## config.mk

```make
export PLATFORM = sky130hd
export DESIGN_NAME = err_settle_det
export DESIGN_NICKNAME = d
export VERILOG_FILES = /design/src/rtl/esd_pkg.sv /design/src/rtl/esd_cfg_reg.sv /design/src/rtl/esd_err_cond.sv /design/src/rtl/esd_debounce.sv /design/src/rtl/err_settle_det.sv
export SDC_FILE = /design/constraint.sdc
export NUM_CORES = 1
export LEC_CHECK = 0
export ABC_AREA = 0
export BUFFER_PORTS_ARGS = -buffer_cell sky130_fd_sc_hd__buf_2
export CAP_MARGIN = 20
export CORE_MARGIN = 5
export CORE_UTILIZATION = 33
export DETAILED_ROUTE_END_ITERATION = 12
export PLACE_DENSITY_LB_ADDON = 0.2
export SETUP_SLACK_MARGIN = 0.3
export SLEW_MARGIN = 20
export SYNTH_ARGS = -nofsm -noshare
export SYNTH_HDL_FRONTEND = slang
export SYNTH_SLANG_ARGS = --single-unit
```

## constraint.sdc

```tcl
create_clock -name clk -period 3.1 [get_ports clk]
set_input_delay 0.155 -clock clk [delete_from_list [all_inputs] [get_ports clk]]
set_output_delay 0.155 -clock clk [all_outputs]
set_load 0.1 [all_outputs]
```

## src/rtl/esd_pkg.sv

```systemverilog
package esd_pkg;

  localparam int unsigned DEF_SMP_W = 9;
  localparam int unsigned DEF_RNG_W = 8;
  localparam int unsigned DEF_LIM_W = 8;

  typedef enum logic {
    DEC_OPEN    = 1'b0,
    DEC_SETTLED = 1'b1
  } dec_e;

endpackage

```

## src/rtl/esd_cfg_reg.sv

```systemverilog
module esd_cfg_reg #(
  parameter int unsigned RNG_W = 8,
  parameter int unsigned LIM_W = 8,
  localparam int unsigned CFG_W = 2 + RNG_W + LIM_W
) (
  input  logic             clk,
  input  logic             rst,
  input  logic             wr,
  input  logic [CFG_W-1:0] wdata,
  output logic             en_q,
  output logic             pol_q,
  output logic [RNG_W-1:0] rng_q,
  output logic [LIM_W-1:0] lim_q
);

  localparam int unsigned LIM_LO = 2;
  localparam int unsigned RNG_LO = 2 + LIM_W;

  always_ff @(posedge clk) begin
    if (rst) begin
      en_q  <= 1'b0;
      pol_q <= 1'b0;
      rng_q <= '1;
      lim_q <= '0;
    end else if (wr) begin
      en_q  <= wdata[0];
      pol_q <= wdata[1];
      lim_q <= wdata[LIM_LO +: LIM_W];
      rng_q <= wdata[RNG_LO +: RNG_W];
    end
  end

  // field positions of the written word
  a_r3_field_map: assert property (@(posedge clk) disable iff (rst)
    $past(wr) |-> (en_q == $past(wdata[0])) && (pol_q == $past(wdata[1])) &&
                  (lim_q == $past(wdata[LIM_LO +: LIM_W])) &&
                  (rng_q == $past(wdata[RNG_LO +: RNG_W])));

  // configuration holds when not written
  a_r1_cfg_hold: assert property (@(posedge clk) disable iff (rst)
    !$past(wr) && !$past(rst) |-> $stable(en_q) && $stable(rng_q));

endmodule

```

## src/rtl/esd_err_cond.sv

```systemverilog
module esd_err_cond #(
  parameter int unsigned SMP_W = 9,
  parameter int unsigned RNG_W = 8
) (
  input  logic                    clk,
  input  logic                    rst,
  input  logic                    en,
  input  logic                    pol,
  input  logic [RNG_W-1:0]        rng,
  input  logic                    smp_valid,
  input  logic signed [SMP_W-1:0] smp_data,
  output logic                    vld_q,
  output logic                    inr_q
);

  localparam int unsigned CMP_W = (SMP_W > RNG_W) ? SMP_W : RNG_W + 1;
  localparam logic signed [SMP_W-1:0] S_MIN = {1'b1, {(SMP_W-1){1'b0}}};
  localparam logic signed [SMP_W-1:0] S_MAX = {1'b0, {(SMP_W-1){1'b1}}};

  logic signed [SMP_W-1:0] err;
  logic        [SMP_W-1:0] mag;
  logic        [CMP_W-1:0] mag_x;
  logic        [CMP_W-1:0] rng_x;
  logic                    inr;

  // sign correction with saturation at the most negative code
  always_comb begin
    if (!pol)
      err = smp_data;
    else if (smp_data == S_MIN)
      err = S_MAX;
    else
      err = -smp_data;
  end

  // magnitude; the only code whose magnitude needs SMP_W bits is S_MIN
  always_comb begin
    if (err[SMP_W-1])
      mag = SMP_W'(-err);
    else
      mag = SMP_W'(err);
  end

  generate
    if (CMP_W > SMP_W) begin : g_pad_mag
      assign mag_x = {{(CMP_W-SMP_W){1'b0}}, mag};
    end else begin : g_raw_mag
      assign mag_x = mag;
    end
    if (CMP_W > RNG_W) begin : g_pad_rng
      assign rng_x = {{(CMP_W-RNG_W){1'b0}}, rng};
    end else begin : g_raw_rng
      assign rng_x = rng;
    end
  endgenerate

  assign inr = (mag_x <= rng_x);

  always_ff @(posedge clk) begin
    if (rst) begin
      vld_q <= 1'b0;
      inr_q <= 1'b0;
    end else begin
      vld_q <= smp_valid && en;
      if (smp_valid)
        inr_q <= inr;
    end
  end

  // most negative code is out of any window without negation
  a_r3_min_code_out: assert property (@(posedge clk) disable iff (rst)
    (smp_valid && !pol && smp_data == S_MIN) |=> !inr_q);

  // with negation the most negative code saturates into a full window
  a_r3_sat_in: assert property (@(posedge clk) disable iff (rst)
    (smp_valid && pol && smp_data == S_MIN && rng == {RNG_W{1'b1}}) |=> inr_q);

  // zero error is always in range
  a_r2_zero_in: assert property (@(posedge clk) disable iff (rst)
    (smp_valid && smp_data == '0) |=> inr_q);

endmodule

```

## src/rtl/esd_debounce.sv

```systemverilog
module esd_debounce #(
  parameter int unsigned LIM_W = 8
) (
  input  logic             clk,
  input  logic             rst,
  input  logic             en,
  input  logic             hold_off,
  input  logic [LIM_W-1:0] lim,
  input  logic             vld,
  input  logic             inr,
  output logic             status
);
  import esd_pkg::*;

  localparam int unsigned CNT_W = LIM_W + 1;

  dec_e             dec_q;
  logic [CNT_W-1:0] cnt_q;
  logic [CNT_W-1:0] cnt_inc;
  logic             disagree;
  logic             flip;

  assign disagree = vld && (inr != (dec_q == DEC_SETTLED));
  assign cnt_inc  = cnt_q + CNT_W'(1);
  assign flip     = disagree && (cnt_inc >= {1'b0, lim});

  always_ff @(posedge clk) begin
    if (rst || !en || hold_off) begin
      dec_q <= DEC_OPEN;
      cnt_q <= '0;
    end else if (vld) begin
      if (flip) begin
        dec_q <= inr ? DEC_SETTLED : DEC_OPEN;
        cnt_q <= '0;
      end else if (disagree) begin
        cnt_q <= cnt_inc;
      end else begin
        cnt_q <= '0;
      end
    end
  end

  assign status = (dec_q == DEC_SETTLED);

  // detection off keeps the flag low
  a_r9_hold_clear: assert property (@(posedge clk) disable iff (rst)
    (!en || hold_off) |=> !status);

  // flag holds between strobes
  a_r10_hold_idle: assert property (@(posedge clk) disable iff (rst)
    (en && !hold_off && !vld) |=> $stable(status));

  // zero limit follows the sample
  a_r7_limit_zero: assert property (@(posedge clk) disable iff (rst)
    (en && !hold_off && vld && lim == '0) |=> (status == $past(inr)));

  // a rise always comes from an in-range strobe
  a_r4_rise_cause: assert property (@(posedge clk) disable iff (rst)
    $rose(status) |-> $past(vld && inr));

  // an agreeing sample restarts the count
  a_r6_restart: assert property (@(posedge clk) disable iff (rst)
    (vld && !disagree) |=> (cnt_q == '0));

endmodule

```

## src/rtl/err_settle_det.sv

```systemverilog
module err_settle_det #(
  parameter int unsigned SMP_W = esd_pkg::DEF_SMP_W,
  parameter int unsigned RNG_W = esd_pkg::DEF_RNG_W,
  parameter int unsigned LIM_W = esd_pkg::DEF_LIM_W,
  localparam int unsigned CFG_W = 2 + RNG_W + LIM_W
) (
  input  logic                    clk,
  input  logic                    rst,
  input  logic                    cfg_wr,
  input  logic [CFG_W-1:0]        cfg_wdata,
  input  logic                    ramp_busy,
  input  logic                    smp_valid,
  input  logic signed [SMP_W-1:0] smp_data,
  output logic                    settled
);

  logic             en_q;
  logic             pol_q;
  logic [RNG_W-1:0] rng_q;
  logic [LIM_W-1:0] lim_q;
  logic             vld_q;
  logic             inr_q;

  esd_cfg_reg #(.RNG_W(RNG_W), .LIM_W(LIM_W)) u_cfg (
    .clk   (clk),
    .rst   (rst),
    .wr    (cfg_wr),
    .wdata (cfg_wdata),
    .en_q  (en_q),
    .pol_q (pol_q),
    .rng_q (rng_q),
    .lim_q (lim_q)
  );

  esd_err_cond #(.SMP_W(SMP_W), .RNG_W(RNG_W)) u_cond (
    .clk       (clk),
    .rst       (rst),
    .en        (en_q),
    .pol       (pol_q),
    .rng       (rng_q),
    .smp_valid (smp_valid),
    .smp_data  (smp_data),
    .vld_q     (vld_q),
    .inr_q     (inr_q)
  );

  esd_debounce #(.LIM_W(LIM_W)) u_deb (
    .clk      (clk),
    .rst      (rst),
    .en       (en_q),
    .hold_off (ramp_busy),
    .lim      (lim_q),
    .vld      (vld_q),
    .inr      (inr_q),
    .status   (settled)
  );

  // flag low in the cycle after reset
  a_r1_reset_low: assert property (@(posedge clk)
    $past(rst) |-> !settled);

endmodule

```

==> results.md, run 1 <==
### Placement
• number of buffer cells added on primary ports: 32
• HPWL after DPL: 4490 um
• Final Wtd Congestion: 0.826
• number of cells after detailed placement: 405

### Clock network
• maximum root-to-sink buffer count: 2
• clock slew at reported path FFs: 0.07 ns
• depth of the CTS H-tree: 2
• clock root cell: clkbuf_8
• number of buffers inserted during clock tree synthesis: 5
• source-to-sink clock delay at the later pin of the worst-skew pair: 0.28 ns
• clock sink count: 30
• TritonCTS clock tree: yes

### Worst setup path
• highest fanout seen on the critical path: 4
• category of the most critical setup path: in -> reg
• Setup crit start: smp_data[2]
• crit path capture type: flip-flop
• slowest stage cell, crit path: or4_4
• largest stage delay on the critical path: 0.54 ns
• required time of the worst setup path: 3.30 ns
• CP dominant cell by count: o21ai_1
• ordered list of cells on the worst path: buf_2 > or4_4 > or4b_1 > and3_4 > a22o_1 > a2111o_1 > o2bb2ai_2 > ha_4 > o21ai_1 > nand2b_1 > o2111ai_1 > o21ai_1 > nor3_1
• type of origin of the critical path: input pin
• startpoint of the most critical register-to-register path: u_cfg.pol_q$_SDFFE_PP0P_
• arrival time at the worst endpoint: 2.90 ns

### Route
• Vias: 2,182
• post-route DRC violation count: 0
• Initial DRC Count: 102
• DR WL/cell: 14.3 um
• post-detailed-route count of antenna-violating nets: 0
• sum of routed wire length over all layers: 6040 um
• length of the first detailed-routing pass in iterations: 4
• via density per instance: 5.16

### Timing
• maximum operating frequency: 0.371 GHz
• final setup violation count: 0
• Final Critical Period: 2.69 ns
• Fin Clk Skew: 0.00591 ns
• unrepaired setup endpoints after global routing: true
• final count of hold timing violations: 0
• slew at the pin closest to its max-slew limit: 0.578 ns
• worst relative slew slack: 61.4%
• fin. max-slew vios: 0
• Min Hold Slack: 0.0911 ns
• part of the cycle the worst path needs: 86.9%

### Die
• Die W: 92.7 um
• DIE AREA: 8590 um2
• Core Area: 6720 um2
• Initial Utilization: 33.6%
• Vert. Die Dim: 92.7 um
• # rows: 30
• number of I/O pins: 33

### GRT
• global-route wire length before repair: 9870 um
• pin count of the biggest net entering global routing: 26
• via count of the first global-routing pass: 2,110
• gr usage total: 14.2%
• antenna violations before repair: 0
• routing layer with the top usage in global route: met2
• met2 Track Usage GR: 24.4%
• met1 demand-to-capacity share in global routing: 18.2%
• GR Layer Usage met3: 3.25%
• grt total ovfl: 0

### Synthesis
• post-synthesis instance area: 2260 um2
• Post-synth EDFFs: 0
• number of distinct library cells after synthesis: 52
• number of instances in the synthesized netlist: 284
• share of synthesized area occupied by flip-flops and latches: 26.6%
• warnings from Yosys: 0
• async set-reset flop share out of synthesis: 0%
• Yosys reg bits: 30
• most frequent cells after synthesis: 30 x dfxtp_1, 26 x nand2_1, 20 x inv_1, 20 x nor2_1, 19 x ha_1
• dominant cell by count in the synthesized netlist: dfxtp_1
• Synth Flop Type: dfxtp_1
• Mapped Avg Cell Area: 7.95 um2
• net count after synthesis: 335
• most area-hungry cell type in the Yosys netlist: dfxtp_1
• share of the synthesized area in the top cell type: 26.6%
• top cells by area in the synthesized netlist: dfxtp_1 27%, ha_1 11%, mux2i_1 5.3%

### Layout
• layout net count: 393
• number of inserted filler cells in the final layout: 670
• relative area change from synthesis to final layout: 34.0%
• share of layout cells above drive strength 1: 34.7%
• total inserted antenna cells: 0
• Final Instance Count excl. Fillers: 423
• Layout Utilization: 45.0%

### Worst hold path
• Min-Delay Startpoint: cfg_wdata[12]
• type of the worst min-delay path: in -> reg

### Outcome
• result of the run: finished clean

### Power and ir drop
• static leakage power: 0.00136 uW
• Power per Cell Area: 335 nW/um2
• worst vdd ir: 0.000174 V

### Flow run
• total of max-cap violations: 0

[registers in the layout, summed over array words and instances, names as in the netlist]
register / cells
u_deb.cnt_q: 9
u_cfg.lim_q: 8
u_cfg.rng_q: 8
u_cfg.en_q: 1
u_cfg.pol_q: 1
u_cond.inr_q: 1
u_cond.vld_q: 1
u_deb.status: 1
[critical path: cells and delay by family]
| kind | cells | cell delay, ns |
|---|---|---|
| AOI/OAI and AO/OA | 6 | 1.01 |
| adders and majority gates | 1 | 0.22 |
| buffers and inverters | 1 | 0.10 |
| and+or+nand+nor | 5 | 1.40 |
[kinds of logic after synthesis]
kind of cell	count (synthesis)	share of synthesized area, %
DFF	30	26.6
muxes	12	5.32
AOI/OAI and AO/OA	71	22.1
xor gates and xnor gates	14	5.43
buffers and inverters	39	7.15
adders and majority gates	19	10.5
and+or+nand+nor	99	22.8
[placed cells by master (no fill, tap or decap), drive strengths merged, types with 2 or more instances in the layout]
master | netlist | final
o31ai | 7 | 7
nor3 | 7 | 7
ha | 19 | 19
nand2b | 6 | 6
nor4 | 3 | 3
o21ai | 14 | 14
nand2 | 26 | 26
o22ai | 2 | 2
a32oi | 2 | 2
xnor2 | 9 | 9
a21o | 5 | 5
or2 | 3 | 3
buf | 5 | 69
o21a | 2 | 2
o2111ai | 2 | 2
nand3 | 7 | 7
or4 | 2 | 2
nor3b | 2 | 2
nor4b | 2 | 2
nand4 | 2 | 2
and3 | 7 | 7
clkinv | 1 | 2
xor2 | 5 | 5
or3 | 2 | 2
inv | 20 | 19
nor2 | 20 | 20
clkbuf | 13 | 7
nor2b | 5 | 5
a41oi | 2 | 2
a21oi | 10 | 10
dfxtp | 30 | 30
and2 | 2 | 2
a32o | 4 | 4
o211ai | 11 | 11
mux2i | 12 | 12
[per-layer routing]
metal / part of all wire, % / vias to the layer above
li1: - / 1142
met1: 46 / 1001
met2: 49 / 37
met3: 4.6 / 2
met4: 0.43 / 0
met5: 0 / -
[timing repair]
| action | in CTS | in global routing |
|---|---|---|
| pin swaps | 0 | 22 |
| gates resized for setup | 4 | 43 |
| hold buffers | 0 | 0 |
| cloned | 0 | 1 |
| setup endpoints to repair | 1 | 10 |
| setup buffers | 0 | 9 |
[stage by stage]
step	setup slack [ns]	cell area [um2]	setup TNS [ns]	power, uW
2_1_floorplan	0.180	2290	0	576
3_3_place_gp	0.0154	2670	0	654
3_5_place_dp	-0.0746	2670	-0.0746	656
4_1_cts	0.303	2770	0	990
5_1_grt	0.229	3030	0	1080
6_report	0.405	3030	0	1010
[power breakdown]
part	total, uW	leakage [uW]	switching, uW	internal (uW)
sequential	409	0.000250	9.04	400
clock	327	0.0000482	148	179
combinational	277	0.00106	145	132
[worst paths after layout]
check / to / slack [ns] / cells after the start
worst max register to register: u_cond.inr_q$_SDFFE_PP0P_ / 0.43 / 12
worst min-delay path: u_cfg.rng_q[2]$_SDFFE_PP1P_ / 0.09 / 3
worst min register to register: u_deb.cnt_q[0]$_SDFFE_PP0P_ / 0.47 / 1
worst max-delay path: u_cond.inr_q$_SDFFE_PP0P_ / 0.41 / 13
[cell type report]
type | instances | area (um2) | area share (%)
clock buffers | 7 | 86.3 | 2.85
clock inverters | 1 | 5.00 | 0.165
flip-flops and latches | 30 | 616 | 20.3
repair buffers | 69 | 439 | 14.5
multi-input cells | 215 | 1700 | 56.1
well taps | 80 | 100 | 3.31
inverters | 21 | 82.6 | 2.73
Note: power is estimated with default switching activity, not from simulation.
==> run 2: changes to the inputs <==
--- a/config.mk
+++ b/config.mk
@@ -8,9 +8,12 @@
 export ABC_AREA = 0
 export BUFFER_PORTS_ARGS = -buffer_cell sky130_fd_sc_hd__buf_2
 export CAP_MARGIN = 20
+export CELL_PAD_IN_SITES_DETAIL_PLACEMENT = 0
+export CELL_PAD_IN_SITES_GLOBAL_PLACEMENT = 1
 export CORE_MARGIN = 5
 export CORE_UTILIZATION = 33
 export DETAILED_ROUTE_END_ITERATION = 12
+export GPL_ROUTABILITY_DRIVEN = 0
 export PLACE_DENSITY_LB_ADDON = 0.2
 export SETUP_SLACK_MARGIN = 0.3
 export SLEW_MARGIN = 20
==> results.md, run 2 (same netlist as run 1, synthesis figures left out) <==
### Power and ir drop
• worst vdd ir: 0.000138 V
• static leakage power: 0.00135 uW
• total design power: 1030 uW
• Power per Cell Area: 345 nW/um2

### Worst hold path
• worst hold path cell count: 3
• type of the worst min-delay path: in -> reg

### Worst setup path
• CP Depth: 12
• arrival time at the worst endpoint: 2.93 ns
• type of origin of the critical path: input pin
• highest fanout seen on the critical path: 4
• Crit path buffers/inverters: 1
• category of the most critical setup path: in -> reg
• required time of the worst setup path: 3.30 ns
• ordered list of cells on the worst path: buf_2 > or4_4 > or4b_1 > and3_4 > a22o_1 > a2111o_1 > o2bb2ai_4 > ha_4 > nand4_1 > o2111ai_1 > o21ai_1 > nor3_1
• Top delay family on crit path: simple AND/OR/NAND/NOR gates
• worst r2r path cells: 11
• largest stage delay on the critical path: 0.54 ns
• crit path capture type: flip-flop
• slowest stage cell, crit path: or4_4

### GRT
• gr usage total: 14.1%
• via count of the first global-routing pass: 2,027
• antenna violations before repair: 0
• global-route wire length before repair: 9750 um
• pin count of the biggest net entering global routing: 26
• grt total ovfl: 0

### Clock network
• number of buffers inserted during clock tree synthesis: 5
• clock slew at reported path FFs: 0.06 ns
• clock sink count: 30
• clock root cell: clkbuf_8
• TritonCTS clock tree: yes
• depth of the CTS H-tree: 2
• source-to-sink clock delay at the later pin of the worst-skew pair: 0.28 ns
• maximum root-to-sink buffer count: 2

### Layout
• Top reg by flops: u_deb.cnt_q
• share of layout cells above drive strength 1: 32.0%
• Final Instance Count excl. Fillers: 417
• Regs by FF count: u_deb.cnt_q x9, u_cfg.lim_q x8, u_cfg.rng_q x8
• commonest non-fill, non-tap cells in the layout: 33 x buf_4, 30 x buf_2, 26 x dfxtp_1, 25 x nand2_1, 18 x nor2_1
• post-route design area: 2980 um2
• total inserted antenna cells: 0
• flip-flop count of the largest register, all copies and words added: 9
• commonest non-fill, non-tap cell in the layout: buf_4
• layout net count: 387
• relative area change from synthesis to final layout: 32.2%

### Die
• Core Area: 6720 um2
• number of I/O pins: 33
• Vert. Die Dim: 92.7 um
• DIE AREA: 8590 um2
• Die W: 92.7 um
• # rows: 30
• Initial Utilization: 33.6%

### Timing
• unrepaired setup endpoints after global routing: true
• maximum operating frequency: 0.367 GHz
• worst relative slew slack: 58.6%
• Final Critical Period: 2.72 ns
• final count of hold timing violations: 0
• fin. max-slew vios: 0
• slew at the pin closest to its max-slew limit: 0.620 ns
• final worst slack: 0.378 ns
• part of the cycle the worst path needs: 87.8%
• Fin Clk Skew: 0.00341 ns
• final setup violation count: 0

### Placement
• HPWL after DPL: 4460 um
• number of buffer cells added on primary ports: 32
• pre-CTS setup slack: -0.102 ns
• number of cells after detailed placement: 403
• cell area reported after detailed placement: 2650 um2

### Route
• Initial DRC Count: 67
• via density per instance: 5.25
• post-route DRC violation count: 0
• Vias: 2,191
• DR WL/cell: 14.5 um
• length of the first detailed-routing pass in iterations: 4
• sum of routed wire length over all layers: 6030 um
• post-detailed-route count of antenna-violating nets: 0

### Outcome
• result of the run: finished clean

### Flow run
• total of max-cap violations: 0

## run 2: changes by cell type in the layout (fill, tap and decap cells not counted), sizes merged
cell    change
buf         -6
clkbuf      -1
inv         +1
## run 2: report_power, final
group	leakage (uW)	switching [uW]	internal (uW)	total, uW
logic	0.00106	150	135	285
clock network	0.0000472	157	178	335
registers	0.000248	8.54	401	410
total	0.00135	315	715	1030
## run 2: what timing repair did
action                                  in CTS  in global routing
gates resized for setup                      8                 33
pin swaps                                    0                 12
endpoints found under the setup margin       1                 10
setup buffers                                0                  6
hold buffers                                 0                  0
endpoints found under the hold margin        0                  0
## run 2: routing by layer
metal | part of all wire, % | track usage [%] | vias up
li1 | - | - | 1141
met5 | 0 | 0 | -
met3 | 4.6 | 2.60 | 4
met4 | 0.50 | 4.40 | 0
met2 | 43 | 20.7 | 58
met1 | 51 | 20.6 | 988
## run 2: worst reg2reg max path, cell delays in order (launching register included)
cell,delay (ns)
dfxtp_4,0.38
nand2_1,0.08
or4b_1,0.52
and3_4,0.18
a22o_1,0.18
a2111o_1,0.40
o2bb2ai_4,0.18
ha_4,0.15
nand4_1,0.11
o2111ai_1,0.18
o21ai_1,0.09
nor3_1,0.17
## run 2: layout make-up
type	count	area [um2]
Tap cell	80	100
Sequential cell	30	608
Timing Repair Buffer	63	398
Fill cell	674	3740
Clock buffer	6	82.6
Multi-Input combinational cell	215	1700
Inverter	21	78.8
Clock inverter	2	12.5
## run 2: final timing paths
kind                                       to                        start  slack [ns]
hold / removal    u_cfg.rng_q[5]$_SDFFE_PP1P_                cfg_wdata[15]        0.09
hold reg to reg   u_deb.cnt_q[0]$_SDFFE_PP0P_  u_deb.cnt_q[0]$_SDFFE_PP0P_        0.49
setup reg to reg    u_cond.inr_q$_SDFFE_PP0P_     u_cfg.pol_q$_SDFFE_PP0P_        0.40
setup / recovery    u_cond.inr_q$_SDFFE_PP0P_                  smp_data[2]        0.38
## run 2: through the flow
stage	hold slack, ns	TNS, ns	utilization, %
final	0.0896	0	44.4
after global routing	0.103	0	44.4
after CTS	0.0834	0	41.4
after detailed placement	0.380	-0.102	39.4
after global placement	0.372	0	39.4
after floorplan	0.226	0	-
==> run 3: changes to the inputs <==
==> constraint.sdc (replaced) <==
create_clock -name clk -period 3.1 [get_ports clk]
set_input_delay 0.31 -clock clk [delete_from_list [all_inputs] [get_ports clk]]
set_output_delay 0.31 -clock clk [all_outputs]
set_load 0.1 [all_outputs]
==> results.md, run 3 (same netlist as run 1, synthesis figures left out) <==
### Outcome
• result of the run: finished clean

### Layout
• layout net count: 399
• commonest non-fill, non-tap cells in the layout: 41 x buf_4, 32 x buf_2, 26 x nand2_1, 26 x dfxtp_1, 20 x nor2_1
• post-route design area: 3060 um2
• commonest non-fill, non-tap cell in the layout: buf_4
• area occupied by multi-input gates: 1680 um2
• Layout Utilization: 45.5%
• Regs by FF count: u_deb.cnt_q x9, u_cfg.lim_q x8, u_cfg.rng_q x8
• relative area change from synthesis to final layout: 35.6%
• total inserted antenna cells: 0
• share of layout cells above drive strength 1: 33.2%
• number of inserted filler cells in the final layout: 661
• flip-flop count of the largest register, all copies and words added: 9
• Top reg by flops: u_deb.cnt_q
• Storage cell area: 608 um2
• Final Instance Count excl. Fillers: 429

### Timing
• maximum operating frequency: 0.348 GHz
• final count of hold timing violations: 0
• fin. max-slew vios: 0
• part of the cycle the worst path needs: 92.8%
• final setup violation count: 0
• final setup TNS: 0 ns
• unrepaired setup endpoints after global routing: true
• Fin Clk Skew: 0.00753 ns
• Final Critical Period: 2.88 ns
• worst relative slew slack: 60.5%
• slew at the pin closest to its max-slew limit: 0.593 ns
• Min Hold Slack: 0.241 ns

### GRT
• pin count of the biggest net entering global routing: 26
• global-route wire length before repair: 10,400 um
• antenna violations before repair: 0
• gr usage total: 14.8%
• grt total ovfl: 0
• via count of the first global-routing pass: 2,222

### Worst hold path
• type of the worst min-delay path: in -> reg

### Route
• Vias: 2,200
• length of the first detailed-routing pass in iterations: 4
• post-route DRC violation count: 0
• via density per instance: 5.13
• sum of routed wire length over all layers: 6050 um
• Initial DRC Count: 63
• DR WL/cell: 14.1 um
• post-detailed-route count of antenna-violating nets: 0

### Worst setup path
• category of the most critical setup path: in -> reg
• crit path capture type: flip-flop
• required time of the worst setup path: 3.31 ns
• highest fanout seen on the critical path: 3
• arrival time at the worst endpoint: 3.08 ns
• type of origin of the critical path: input pin
• worst-case register-to-register setup slack: 0.32 ns

### Clock network
• count of hold buffers inserted by post-cts repair: 0
• clock slew at reported path FFs: 0.07 ns
• clock sink count: 30
• maximum root-to-sink buffer count: 2
• source-to-sink clock delay at the later pin of the worst-skew pair: 0.28 ns
• TritonCTS clock tree: yes
• clock root cell: clkbuf_8
• number of buffers inserted during clock tree synthesis: 5
• depth of the CTS H-tree: 2

### Power and ir drop
• Power per Cell Area: 335 nW/um2
• cell internal pwr: 721 uW
• worst vdd ir: 0.000134 V
• sequential share of power: 40.1%
• combinational share of power: 28.0%
• Clock Power Share: 31.9%
• fraction of power spent switching nets: 29.6%
• switching power: 303 uW
• static leakage power: 0.00141 uW

### Die
• Vert. Die Dim: 92.7 um
• DIE AREA: 8590 um2
• number of I/O pins: 33
• # rows: 30
• Core Area: 6720 um2
• Die W: 92.7 um
• Initial Utilization: 33.6%

### Flow run
• total of max-cap violations: 0

### Placement
• HPWL after DPL: 4680 um
• number of cells after detailed placement: 420
• cell area reported after detailed placement: 2790 um2
• number of buffer cells added on primary ports: 32

run 3: changes by cell type in the layout (fill, tap and decap cells not counted), moves of 2 or more:
cell / previous run / this run
a21oi_1: 7 / 5
a21oi_2: 3 / 5
buf_2: 30 / 32
buf_4: 33 / 41
inv_1: 16 / 19
inv_2: 4 / 1
nor2_1: 18 / 20
nor2_2: 2 / 0
run 3: stage by stage:
step           setup WS (ns)  power (uW)
2_1_floorplan         0.0252         576
3_3_place_gp          -0.125         676
3_5_place_dp          -0.196         679
4_1_cts                0.233        1020
5_1_grt                0.133        1090
6_report               0.225        1020
run 3: final cells by class:
class | count | share of cell area [%]
multi-input combinational | 215 | 55.0
sequential | 30 | 19.9
timing repair buffer | 75 | 16.3
tap | 80 | 3.27
clock buffer | 7 | 2.82
inverter | 21 | 2.58
clock inverter | 1 | 0.164
run 3: repair_timing:
action | 4_1_cts | 5_1_grt
gates resized for setup | 17 | 18
endpoints found under the setup margin | 1 | 10
pin swaps | 6 | 5
buffers inserted | 1 | 0
run 3: power groups by stage:
stage	Sequential (uW)	Combinational (uW)	Clock, uW
floorplan	416	160	0
global placement	419	257	0
detailed placement	420	259	0
CTS	412	274	335
global route	412	320	355
finish	411	287	326
run 3: routing by layer:
metal  share of wire (%)  vias to the layer above  global-route usage [%]
li1                    -                     1161                       -
met1                  52                      983                    21.2
met2                  42                       48                    22.5
met3                 4.3                        8                    2.84
met4                 1.5                        0                    4.27
met5                   0                        -                       0
run 3: critical path, stage by stage:
cell       delay (ns)
buf_2            0.10
or4_4            0.54
or4b_1           0.49
and3_4           0.18
a22o_1           0.18
a2111o_1         0.38
o2bb2ai_2        0.14
ha_2             0.29
o21ai_1          0.07
nand2b_1         0.07
o2111ai_1        0.08
o21ai_1          0.09
nor3_1           0.17
run 3: final timing paths:
path | to | depth (start not counted) | from
worst max register to register | u_cond.inr_q$_SDFFE_PP0P_ | 12 | u_cfg.pol_q$_SDFFE_PP0P_
worst max-delay path | u_cond.inr_q$_SDFFE_PP0P_ | 13 | smp_data[2]
worst min-delay path | u_cfg.rng_q[5]$_SDFFE_PP1P_ | 3 | cfg_wdata[15]
worst min register to register | u_cfg.rng_q[2]$_SDFFE_PP1P_ | 2 | u_cfg.rng_q[2]$_SDFFE_PP1P_
